--- config.mk ---
export PLATFORM = sky130hd
export DESIGN_NAME = rnmi_trap_ctrl
export DESIGN_NICKNAME = d
export VERILOG_FILES = /design/src/rtl/rnmi_pkg.sv /design/src/rtl/rnmi_pick.sv /design/src/rtl/trap_arbiter.sv /design/src/rtl/trap_target.sv /design/src/rtl/rnmi_trap_ctrl.sv
export SDC_FILE = /design/constraint.sdc
export NUM_CORES = 1
export LEC_CHECK = 0
export ABC_AREA = 0
export CORE_MARGIN = 2
export CORE_UTILIZATION = 41
export CTS_CLUSTER_DIAMETER = 80
export DETAILED_ROUTE_END_ITERATION = 7
export PLACE_DENSITY = 0.83
export SLEW_MARGIN = 15
export SYNTH_ARGS = -nofsm -noshare
export SYNTH_HDL_FRONTEND = slang
export SYNTH_SLANG_ARGS = --single-unit
--- constraint.sdc ---
create_clock -name clk -period 5.98 [get_ports clk]
set_clock_uncertainty 0.1 [all_clocks]
set_input_delay 0.897 -clock clk [delete_from_list [all_inputs] [get_ports clk]]
set_output_delay 0.897 -clock clk [all_outputs]
set_load 0.05 [all_outputs]
--- src/rtl/rnmi_pkg.sv ---
package rnmi_pkg;

    localparam int CAUSE_W = 8;

    localparam logic [1:0] PRIV_U = 2'd0;
    localparam logic [1:0] PRIV_S = 2'd1;
    localparam logic [1:0] PRIV_M = 2'd3;

    typedef enum logic [1:0] {
        TK_NONE = 2'd0,
        TK_RNMI = 2'd1,
        TK_IRQ  = 2'd2,
        TK_EXC  = 2'd3
    } trap_kind_e;

    typedef struct packed {
        trap_kind_e         kind;
        logic               is_int;
        logic [CAUSE_W-1:0] cause;
    } trap_dec_t;

    // Base with low two bits cleared, plus cause*4 for vectored interrupts.
    function automatic logic [63:0] vec_target(input logic [63:0] tvec,
                                               input logic is_int,
                                               input logic [CAUSE_W-1:0] cause);
        logic [63:0] base;
        logic [63:0] off;
        base = {tvec[63:2], 2'b00};
        off  = (is_int && tvec[1:0] == 2'b01) ?
               {{(64-CAUSE_W-2){1'b0}}, cause, 2'b00} : 64'd0;
        return base + off;
    endfunction

endpackage

--- src/rtl/rnmi_pick.sv ---
module rnmi_pick #(
    parameter int NSRC = 8,
    parameter int IW   = 3
) (
    input  logic [NSRC-1:0] pend,
    output logic            any,
    output logic [IW-1:0]   idx
);
    always_comb begin
        idx = '0;
        for (int i = NSRC - 1; i >= 0; i--) begin
            if (pend[i]) idx = IW'(i);
        end
    end

    assign any = |pend;
endmodule

--- src/rtl/trap_arbiter.sv ---
module trap_arbiter
    import rnmi_pkg::*;
(
    input  logic               nmi_en,
    input  logic               boundary,
    input  logic               rnmi_any,
    input  logic [CAUSE_W-1:0] rnmi_cause,
    input  logic               irq_req,
    input  logic [CAUSE_W-1:0] irq_cause,
    input  logic               exc_req,
    input  logic [CAUSE_W-1:0] exc_cause,
    output trap_dec_t          dec
);
    logic async_ok;
    assign async_ok = nmi_en && boundary;

    always_comb begin
        dec = '{kind: TK_NONE, is_int: 1'b0, cause: '0};
        if (async_ok && rnmi_any) begin
            dec = '{kind: TK_RNMI, is_int: 1'b1, cause: rnmi_cause};
        end else if (async_ok && irq_req) begin
            dec = '{kind: TK_IRQ, is_int: 1'b1, cause: irq_cause};
        end else if (exc_req) begin
            dec = '{kind: TK_EXC, is_int: 1'b0, cause: exc_cause};
        end
    end
endmodule

--- src/rtl/trap_target.sv ---
module trap_target
    import rnmi_pkg::*;
#(
    parameter int          XLEN     = 32,
    parameter logic [63:0] IRQ_VEC  = 64'h1000,
    parameter logic [63:0] EXC_VEC  = 64'h1040
) (
    input  trap_dec_t        dec,
    input  logic             nmi_en,
    input  logic [1:0]       cur_priv,
    input  logic [XLEN-1:0]  deleg,
    input  logic [XLEN-1:0]  mtvec,
    input  logic [XLEN-1:0]  stvec,
    output logic [XLEN-1:0]  tgt_pc,
    output logic [1:0]       tgt_priv
);
    localparam int LW = $clog2(XLEN);

    logic        to_s;
    logic [63:0] s_pc;
    logic [63:0] m_pc;

    assign to_s = (cur_priv == PRIV_U || cur_priv == PRIV_S) &&
                  (int'(dec.cause) < XLEN) && deleg[dec.cause[LW-1:0]];
    assign s_pc = vec_target(64'(stvec), dec.is_int, dec.cause);
    assign m_pc = vec_target(64'(mtvec), dec.is_int, dec.cause);

    always_comb begin
        tgt_pc   = '0;
        tgt_priv = PRIV_M;
        unique case (dec.kind)
            TK_RNMI: tgt_pc = IRQ_VEC[XLEN-1:0];
            TK_IRQ, TK_EXC: begin
                if (to_s) begin
                    tgt_priv = PRIV_S;
                    tgt_pc   = s_pc[XLEN-1:0];
                end else if (dec.kind == TK_EXC && !nmi_en) begin
                    tgt_pc   = EXC_VEC[XLEN-1:0];
                end else begin
                    tgt_pc   = m_pc[XLEN-1:0];
                end
            end
            default: tgt_pc = '0;
        endcase
    end
endmodule

--- src/rtl/rnmi_trap_ctrl.sv ---
module rnmi_trap_ctrl
    import rnmi_pkg::*;
#(
    parameter int          XLEN         = 32,
    parameter int          NSRC         = 8,
    parameter logic [63:0] RNMI_IRQ_VEC = 64'h0000_1000,
    parameter logic [63:0] RNMI_EXC_VEC = 64'h0000_1040
) (
    input  logic               clk,
    input  logic               rst,
    input  logic               boundary,
    input  logic [NSRC-1:0]    rnmi_pend,
    input  logic               irq_req,
    input  logic [7:0]         irq_cause,
    input  logic               exc_req,
    input  logic [7:0]         exc_cause,
    input  logic [1:0]         cur_priv,
    input  logic               cur_virt,
    input  logic [XLEN-1:0]    cur_pc,
    input  logic [XLEN-1:0]    deleg,
    input  logic [XLEN-1:0]    mtvec,
    input  logic [XLEN-1:0]    stvec,
    input  logic               nmi_ret,
    output logic               trap_taken,
    output logic [XLEN-1:0]    next_pc,
    output logic [1:0]         next_priv,
    output logic               nmi_en,
    output logic [1:0]         nmi_prev_priv,
    output logic               nmi_prev_virt,
    output logic [XLEN-1:0]    nmi_cause,
    output logic [XLEN-1:0]    nmi_epc
);
    localparam int IW = (NSRC > 1) ? $clog2(NSRC) : 1;

    logic            rnmi_any;
    logic [IW-1:0]   rnmi_idx;
    trap_dec_t       dec;
    logic [XLEN-1:0] tgt_pc;
    logic [1:0]      tgt_priv;

    rnmi_pick #(.NSRC(NSRC), .IW(IW)) u_pick (
        .pend (rnmi_pend),
        .any  (rnmi_any),
        .idx  (rnmi_idx)
    );

    trap_arbiter u_arb (
        .nmi_en     (nmi_en),
        .boundary   (boundary),
        .rnmi_any   (rnmi_any),
        .rnmi_cause (CAUSE_W'(rnmi_idx)),
        .irq_req    (irq_req),
        .irq_cause  (irq_cause),
        .exc_req    (exc_req),
        .exc_cause  (exc_cause),
        .dec        (dec)
    );

    trap_target #(.XLEN(XLEN), .IRQ_VEC(RNMI_IRQ_VEC), .EXC_VEC(RNMI_EXC_VEC)) u_tgt (
        .dec      (dec),
        .nmi_en   (nmi_en),
        .cur_priv (cur_priv),
        .deleg    (deleg),
        .mtvec    (mtvec),
        .stvec    (stvec),
        .tgt_pc   (tgt_pc),
        .tgt_priv (tgt_priv)
    );

    always_ff @(posedge clk) begin
        if (rst) begin
            trap_taken    <= 1'b0;
            next_pc       <= '0;
            next_priv     <= PRIV_M;
            nmi_en        <= 1'b0;
            nmi_prev_priv <= PRIV_U;
            nmi_prev_virt <= 1'b0;
            nmi_cause     <= '0;
            nmi_epc       <= '0;
        end else begin
            trap_taken <= (dec.kind != TK_NONE);
            if (dec.kind != TK_NONE) begin
                next_pc   <= tgt_pc;
                next_priv <= tgt_priv;
            end
            if (dec.kind == TK_RNMI) begin
                nmi_en        <= 1'b0;
                nmi_prev_priv <= cur_priv;
                nmi_prev_virt <= cur_virt;
                nmi_epc       <= cur_pc;
                nmi_cause     <= {1'b1, (XLEN-1)'(rnmi_idx)};
            end else if (nmi_ret) begin
                nmi_en <= 1'b1;
            end
        end
    end
endmodule

# --- After elaboration in Yosys (flattened, before gate mapping) ---
# Index checks and enable logic that the tools add are counted.
# W data, S select, Z words.
op_classes:
  n_addsub: 2
  order_cmp: 2
  eq_ne: 6
  mux: 20
  reduce_logical: 15
op_table:
  columns: ["operator", "count"]
  rows:
  - ["$add A32 B32 Y32", 2]
  - ["$mux W32", 2]
  - ["$pmux W32 S2", 1]
  - ["$mux W11", 3]
  - ["$mux W3", 8]
  - ["$mux W10", 2]
  - ["$eq A2 B1 Y1 const B", 4]
  - ["$logic_and A1 B1 Y1", 8]
  - ["$lt A8 B6 Y1 const B", 1]
  - ["$reduce_or A8 Y1", 1]
  - ["$lt A5 B6 Y1 const B", 1]
  - ["$bmux W1 S5", 1]
  - ["$eq A2 B2 Y1 const B", 2]
  - ["$mux W2", 2]
  - ["$reduce_or A2 Y1", 2]
  - ["$logic_not A2 Y1", 1]
  - ["$reduce_bool A2 Y1", 1]
  - ["$logic_not A1 Y1", 1]
  - ["$logic_or A1 B1 Y1", 1]
  - ["$mux W1", 1]
totals:
  register_bits: 75
  input_bits: 161
  out_inout_bits: 103
  word_cells: 53

# --- Depth between registers and ports, before layout ---
# Gate-level depths: netlist of run 1.
depth:
  depth_word: 15
  depth_mapped: 22
  depth_no_buf: 18

# --- Modules after synthesis ---
# From an unflattened synthesis of run 1, not the netlist that was laid out.
unflattened:
  hier_cells: 746
  hier_area_um2: 6130.9
by_module_without_submodules:
  columns: ["mod", "n_inst", "cells_each", "area_each_um2", "seq_area_each_um2"]
  rows:
  - ["rnmi_trap_ctrl", 1, 362, 3467.1, 1501.4]
  - ["trap_target", 1, 327, 2316.0, 0.0]
  - ["trap_arbiter", 1, 44, 266.5, 0.0]
  - ["rnmi_pick", 1, 13, 81.3, 0.0]

# --- Worst setup path before layout of run 1 ---
# OpenSTA, ideal clock, no wires.
synth_timing:
  path_kind: "input -> register"
  from: "input port rnmi_pend[5]"
  to: "register next_pc[26]"
  setup_time_ns: 0.122
  arrival_ns: 4.395
  t_required_ns: 5.758
  path_slack_ns: 1.363
  cell_stages: 20
  path_buffers: 2
  cell_sequence: "nor4_4 a31oi_2 a21o_1 and2_1 buf_6 buf_6 nor2_1 ha_1 inv_1 fa_1 nor2b_1 o21ai_0 a21boi_0 o21ai_0 a211oi_1 nor2b_1 nand2_1 xor2_1 nor3_1 a221o_1"
synth_between:
  elab_chain_len: 12
  elab_cells_between_ends: 29
  cone_classes: "2 x add/sub; 1 x order compare; 3 x eq/ne; 14 x mux; 9 x reduce/logical"
synth_lines:
  columns: ["element", "line_no", "text"]
  rows:
  - ["start, declared", "rnmi_trap_ctrl.sv:12", "input logic [NSRC-1:0] rnmi_pend,"]
  - ["$mux W3 (6 in series)", "rnmi_pick.sv:12", "if (pend[i]) idx = IW'(i);"]
  - ["$mux W11 *", "trap_arbiter.sv:19", "if (async_ok && rnmi_any) begin"]
  - ["$mux W10, or another cell as far along", "rnmi_pkg.sv:29", "off = (is_int && tvec[1:0] == 2'b01) ?"]
  - ["$add A32 B32 Y32, or another cell as far along", "rnmi_pkg.sv:31", "return base + off;"]
  - ["$mux W32 / $logic_and A1 B1 Y1 (equally long branches)", "trap_target.sv:37, trap_target.sv:24", null]
  - ["$mux W32", "trap_target.sv:34", "if (to_s) begin"]
  - ["$pmux W32 S2", "trap_target.sv:31", "unique case (dec.kind)"]
  - ["end signal, assigned", "rnmi_trap_ctrl.sv:83", "next_pc <= tgt_pc;"]
  - ["end, declared", "rnmi_trap_ctrl.sv:25", "output logic [XLEN-1:0] next_pc,"]
# Mark *: on every way between the ends. The rest lies on a longest branch, timed or not. The select of a mux whose other input is x is not followed.
# A chain may end at the register's enable or synchronous reset.

# --- Worst setup path in the final report of run 1 ---
layout_timing:
  from: "input port boundary"
  to: "register next_pc[26]"
layout_between:
  elab_chain_len: 10
  elab_cells_between_ends: 25
  cone_classes: "2 x add/sub; 1 x order compare; 3 x eq/ne; 9 x mux; 10 x reduce/logical"
layout_lines:
  columns: ["element", "line_no", "text"]
  rows:
  - ["start, declared", "rnmi_trap_ctrl.sv:11", "input logic boundary,"]
  - ["$logic_and A1 B1 Y1 *", "trap_arbiter.sv:15", "assign async_ok = nmi_en && boundary;"]
  - ["$logic_and A1 B1 Y1", "trap_arbiter.sv:21", "end else if (async_ok && irq_req) begin"]
  - ["$mux W11", "trap_arbiter.sv:21", null]
  - ["$mux W11 *", "trap_arbiter.sv:19", null]
  - ["$logic_and A1 B1 Y1", "rnmi_pkg.sv:29", null]
  - ["$mux W10", "rnmi_pkg.sv:29", null]
  - ["$add A32 B32 Y32", "rnmi_pkg.sv:31", null]
  - ["$mux W32", "trap_target.sv:37", "end else if (dec.kind == TK_EXC && !nmi_en) begin"]
  - ["$mux W32", "trap_target.sv:34", null]
  - ["$pmux W32 S2", "trap_target.sv:31", null]
# Marked as above.

==> flow_metrics.tcl, run 1 <==
set metrics [dict create \
    grt_pass1_vias 5087 \
    relSlewSlack 0.3137 \
    post_drt_wl_per_cell_um 16.30 \
    grt_max_degree 44 \
    first_pass_iters 5 \
    worst-endpoint-required_ns 6.11 \
    antenna_found_initial 0 \
    dp_hpwl_um 13560 \
    syn_area_um2 5116 \
    numCtsBuffers 9 \
    cts_tree "built" \
    preCtsSetupSlack_ns 0.4988 \
    r2r_slack_ns 1.34 \
    tightest_slew_ns 1.029 \
    grt_remaining_overflow 0 \
    synth_edf_count 0 \
    internal_power_mw 1.101 \
    grt_util_all_layers 0.2467 \
    insertedDiodeCount 0 \
    hold_viol 0 \
    hold_buffers 0 \
    period_minus_slack_ns 5.236 \
    status "completed" \
    place_congestion 0.9615 \
    fin_area_um2 7819 \
    hold_class "register to register" \
    port_buffers 232 \
    synth_compound_area_frac 0.1842 \
    power.switching_mw 0.5620 \
    synth-seq-area-share 0.2817 \
    yosys.area_share.simple 0.2499 \
    cts_root_buf "clkbuf_16" \
    crit_arrival_ns 5.37 \
    fmax_mhz 191.0 \
    cts_sinks 72 \
    synth.area.mux_share 0.05967 \
    combPwrFrac 0.314 \
    fin_tns_setup_ns 0 \
    p_leak_nw 3.028 \
    drive_gt1_frac 0.05493 \
    initial_utilization 0.4224 \
    power_density_nw_per_um2 212.7 \
    cts_buffer_depth 2 \
    final_common_cell "clkdlybuf4s50_1" \
    ant_nets 0 \
    yosys.cell_types.count 62 \
    ioPinCount 264 \
    swShare 0.3379 \
    final_nets 1066 \
    critPathMaxFanout 15 \
    n_fill_cell 1038 \
    dpl_cell_area_um2 7481 \
    critPathLaunchType "input pin" \
    synth-adder-area-share 0.04696 \
    peakVddDrop_mv 0.1550 \
    yosys_warnings 0 \
    drv_slew 0 \
    rsz0062_at_grt "no" \
    netlist_instances 666 \
    ys_async_sr_fraction 0 \
    crit_chain "clkdlybuf4s50_1, nand2_2, a31oi_4, nand3_1, a21boi_1, or2_2, fa_1, nor2b_1, o21ai_0, a21boi_0, o21ai_0, a211oi_1, buf_4, nor2b_1, nand2_1, xor2_1, nor3_1, a221o_1" \
    die_w_um 115.7 \
    wirelength_um 17280 \
    core_um2 12110 \
    finalSetupViolations 0 \
    clkLatencyLatePin_ns 0.34 \
    worstSetupEndpointType "register" \
    layout_common_cells "clkdlybuf4s50_1, nand2_1, dfxtp_1" \
    synth_seq_cells 72 \
    fp-row-count 40 \
    min_period_over_period 0.8756 \
    synth_top_family_by_area "simple AND/OR/NAND/NOR gates" \
    vias_per_cell 5.179 \
    slowest_delay_ns 0.64 \
    worst_slack_ns 0.7436 \
    die-area_um2 13390 \
    avgSynthCellArea_um2 7.682 \
    seqPwrFrac 0.316 \
    ctsResizeCount 0 \
    maxCapViolCount 0 \
    synth-xor-area-share 0.09073 \
    drcViolationCount 0 \
    post_cts_buffers 0 \
    grt_pass1_wl_um 25790 \
    cts-htree-levels 3 \
    clockPowerShare 0.370 \
    fp.dieH_um 115.7 \
    cp_slowest_cell "clkdlybuf4s50_1" \
    clk_pin_slew_worst_paths_ns 0.07 \
    ys.flop_type "dfxtp_1" \
    routed-via-count 5490 \
    drt_iter0_drc 335 \
    syn_to_final_growth_pct 52.82 \
    critPathKind "input pin to register" \
]
power groups by stage:
stage / sequential [mW] / combinational (mW) / clock [mW]
after detailed placement: 0.536 / 0.518 / 0
after global placement: 0.535 / 0.517 / 0
after CTS: 0.526 / 0.522 / 0.623
final: 0.526 / 0.523 / 0.615
after global routing: 0.529 / 0.554 / 0.648
after floorplan: 0.633 / 0.220 / 0
cells by family after synthesis:
kind of cell             count (synthesis)
AND/OR/NAND/NOR                        269
AO/OA/AOI/OAI                          147
flip-flops                              72
adder cells (fa/ha/maj)                 18
XOR/XNOR                                53
buffers and inverters                   75
multiplexers                            30
other                                    2
final timing paths:
kind	from	endpoint	cells past startpoint
max	boundary	next_pc[26]	18
min	nmi_epc[10]	nmi_epc[10]	2
max reg2reg	nmi_en	next_pc[26]	17
min reg2reg	nmi_epc[10]	nmi_epc[10]	2
registers in the layout, summed over array words and instances (netlist names):
signal / count
nmi_epc: 32
next_priv: 1
nmi_prev_virt: 1
nmi_cause: 4
nmi_en: 1
trap_taken: 1
next_pc: 30
nmi_prev_priv: 2
metal layers:
layer,GRT usage,vias to the layer above,share of wire
met4,0.1198,0,0.040
met3,0.05021,47,0.067
met2,0.4055,220,0.48
met1,0.3093,2518,0.41
li1,-,2705,-
met5,0,-,0
cell usage after synthesis, types with 2 or more instances:
library cell	count	area [um2]
nand3_1	28	140.1
a311oi_1	2	17.52
nor2b_1	13	81.33
and3_1	10	62.56
nand2b_1	8	50.05
conb_1	2	7.510
xnor2_1	29	254.0
a21bo_2	2	20.02
buf_6	4	45.04
a21oi_1	65	325.3
or3_1	3	18.77
mux2i_1	26	260.3
and2_1	7	43.79
mux2_2	3	33.78
ha_1	16	200.2
nand2_1	107	401.6
o221ai_1	6	52.55
xor2_1	24	210.2
o21a_1	2	15.01
a211oi_1	4	30.03
nand4_1	6	37.54
buf_4	32	240.2
and4_1	5	43.79
a22o_1	2	17.52
a221oi_1	2	17.52
o21ai_1	4	20.02
fa_1	2	40.04
o21ai_0	25	125.1
clkbuf_1	21	78.83
nor3_1	13	65.06
a21o_1	5	37.54
nor2_1	53	198.9
inv_1	13	48.80
a31oi_2	2	25.02
a22oi_1	6	45.04
buf_2	4	20.02
or2_2	5	31.28
a221o_1	6	60.06
nand3b_1	3	22.52
nor3b_1	3	22.52
dfxtp_1	72	1441
cell type report:
type,count,area [um2],area share
multi-input cells,548,3378,0.4321
repair buffers,243,2405,0.3076
flip-flops and latches,72,1441,0.1843
clock buffers,9,225.2,0.02880
well taps,168,210.2,0.02688
clock inverters,7,110.1,0.01408
inverters,13,48.80,0.006241
critical path, delay by kind of cell:
kind            cells  cell delay, ns
compound gates      7            1.68
buf+inv             2            0.81
fa+ha+maj           1            0.44
xor+xnor            1            0.16
simple gates        7            1.40
per-stage QoR:
stage / util / hold WS (ns) / total power, mW / cells
floorplan: - / 0.5655 / 0.8525 / 695
CTS: 0.6454 / 0.3517 / 1.670 / 1060
global route: 0.6456 / 0.3669 / 1.731 / 1060
global placement: 0.6177 / 0.3369 / 1.052 / 1044
detailed placement: 0.6177 / 0.3442 / 1.054 / 1044
finish: 0.6456 / 0.3506 / 1.663 / 1060
(Power assumes the default switching activity.)
==> run 2, diff against run 1 <==
CORE_UTILIZATION = 44   (was 41)
SYNTH_HIERARCHICAL = 1   (was unset)
==> run 2 against run 1 <==
Sequential share of layout area shrank 1.1 points. Sequential power grew 5.3%. Utilization shrank 1.4 points. Synthesized area grew 20%. Critical path type unchanged. Clock power shrank 17%. Total power grew 0.76%. Worst setup slack gained 0.11 ns. Critical path depth is the same. Maximum frequency grew 2.2%.
==> flow_metrics.tcl, run 2 <==
set metrics [dict create \
    routed-via-count 6325 \
    ant_nets 0 \
    dp_hpwl_um 14100 \
    worst_slack_ns 0.8570 \
    reg.largest.list "next_pc: 32 flops, nmi_epc: 32 flops, nmi_cause: 4 flops" \
    grt_pass1_wl_um 30110 \
    ys_async_sr_fraction 0 \
    numCtsBuffers 9 \
    insertedDiodeCount 0 \
    clkLatencyLatePin_ns 0.33 \
    dr.max_layer_used "met4" \
    synth_edf_count 0 \
    drive_gt1_frac 0.04807 \
    cts_sinks 75 \
    worst-endpoint-required_ns 6.13 \
    post_cts_buffers 0 \
    finalNonFillerCells 1137 \
    finalPower_mw 1.676 \
    netlist_instances 746 \
    drcViolationCount 0 \
    drt-met1-wl_um 7999 \
    syn_to_final_growth_pct 41.33 \
    synth-seq-area-share 0.2449 \
    place_congestion 0.9010 \
    hold_viol 0 \
    port_buffers 235 \
    worstSetupEndpointType "register" \
    fin_tns_setup_ns 0 \
    ioPinCount 264 \
    cts_tree "built" \
    fp-row-count 43 \
    power_density_nw_per_um2 193.4 \
    synth_common_cells "dfxtp_1, o21ai_1, a21oi_1" \
    grt_max_degree 114 \
    syn_area_um2 6131 \
    avgSynthCellArea_um2 8.218 \
    yosys_warnings 6 \
    fin_area_um2 8665 \
    grt_remaining_overflow 0 \
    layout_common_cells "clkdlybuf4s50_1, dfxtp_1, o21ai_1" \
    peakVddDrop_mv 0.1942 \
    critPathLaunchType "input pin" \
    core_um2 13720 \
    crit_arrival_ns 5.28 \
    wl_met3_um 1579 \
    hold_class "register to register" \
    dp_cells 1122 \
    cts_buffer_depth 2 \
    hold_buffers 0 \
    min_period_over_period 0.8567 \
    die-area_um2 14890 \
    yosys.cell_types.count 69 \
    relSlewSlack 0.3596 \
    preCtsSetupSlack_ns 0.5877 \
    wirelength_um 19080 \
    wl_met2_um 9036 \
    yosysTopAreaCell "dfxtp_1" \
    maxCapViolCount 0 \
    vias_per_cell 5.563 \
    final_nets 1132 \
    period_minus_slack_ns 5.123 \
    grt_util_all_layers 0.2526 \
    drv_slew 0 \
    dpl_cell_area_um2 8387 \
    antenna_found_initial 0 \
    critPathMaxFanout 10 \
    ctsResizeCount 0 \
    synth_area_leaders "dfxtp_1, nand4bb_1, xnor2_1" \
    p_leak_nw 3.075 \
    clk_pin_slew_worst_paths_ns 0.06 \
    finalSetupViolations 0 \
    cts-htree-levels 3 \
    final_common_cell "clkdlybuf4s50_1" \
    critPathKind "input pin to register" \
    synth_top_area_frac 0.2449 \
    initial_utilization 0.4469 \
    tightest_slew_ns 0.9606 \
    first_pass_iters 5 \
    die_w_um 122.0 \
    ys.flop_type "dfxtp_1" \
    status "completed" \
    cts_root_buf "clkbuf_16" \
    rsz0062_at_grt "no" \
    post_drt_wl_per_cell_um 16.78 \
    drt_iter0_drc 450 \
    synth_seq_cells 75 \
    yosysMostFrequentCell "dfxtp_1" \
    grt_pass1_vias 6247 \
    fmax_mhz 195.2 \
    n_fill_cell 1182 \
    fp.dieH_um 122.0 \
]
## run 2: cell families after synthesis
group	after synthesis	synth area share
multiplexers	13	0.03694
other	3	0.001837
XOR/XNOR	47	0.06714
AND/OR/NAND/NOR	271	0.2939
adder cells (fa/ha/maj)	18	0.03918
AO/OA/AOI/OAI	218	0.2155
buffers and inverters	101	0.1006
flip-flops	75	0.2449
## run 2: stage by stage
| stage | util | hold WS, ns |
|---|---|---|
| finish | 0.6316 | 0.3630 |
| global route | 0.6316 | 0.3811 |
| CTS | 0.6316 | 0.3658 |
| detailed placement | 0.6113 | 0.3530 |
| global placement | 0.6113 | 0.3462 |
| floorplan | - | 0.5872 |
## run 2: worst paths after layout
check	depth (start not counted)	endpoint	startpoint	slack, ns
min reg2reg	1	next_priv[0]	next_priv[0]	0.36
max reg2reg	15	next_pc[26]	nmi_en	1.83
min	1	next_priv[0]	next_priv[0]	0.36
max	18	next_pc[26]	rnmi_pend[4]	0.86
## run 2: report_power, final
part	switching [mW]	internal (mW)	total, mW
logic	0.354	0.256	0.609
registers	0.0198	0.535	0.554
clock network	0.220	0.292	0.512
total	0.594	1.08	1.68
## run 2: worst max-delay path: stages
cell and delay (ns):
clkdlybuf4s50_1 0.45, nor4_2 0.33, nand3_1 0.31, a21oi_1 0.21, o22ai_1 0.09, o21a_1 0.21, buf_4 0.21, and2_1 0.14
ha_1 0.20, fa_1 0.40, a21o_1 0.20, a221oi_1 0.44, o22ai_1 0.36, nand2b_1 0.24, o211ai_1 0.12, a32oi_1 0.21
o21ai_1 0.09, a21oi_1 0.16
## run 2: routing by layer
layer,vias up,global-route usage
met4,0,0.08333
met3,33,0.08146
met1,2943,0.3032
met2,259,0.4263
li1,3090,-
met5,-,0
## run 2: final cells by class
cell class / count / area (um2) / share of cell area
Clock inverter: 5 / 38.79 / 0.004477
Tap cell: 180 / 225.2 / 0.02599
Inverter: 16 / 60.06 / 0.006931
Multi-Input combinational cell: 603 / 4155 / 0.4796
Timing Repair Buffer: 248 / 2445 / 0.2822
Sequential cell: 75 / 1501 / 0.1733
Clock buffer: 10 / 239.0 / 0.02758
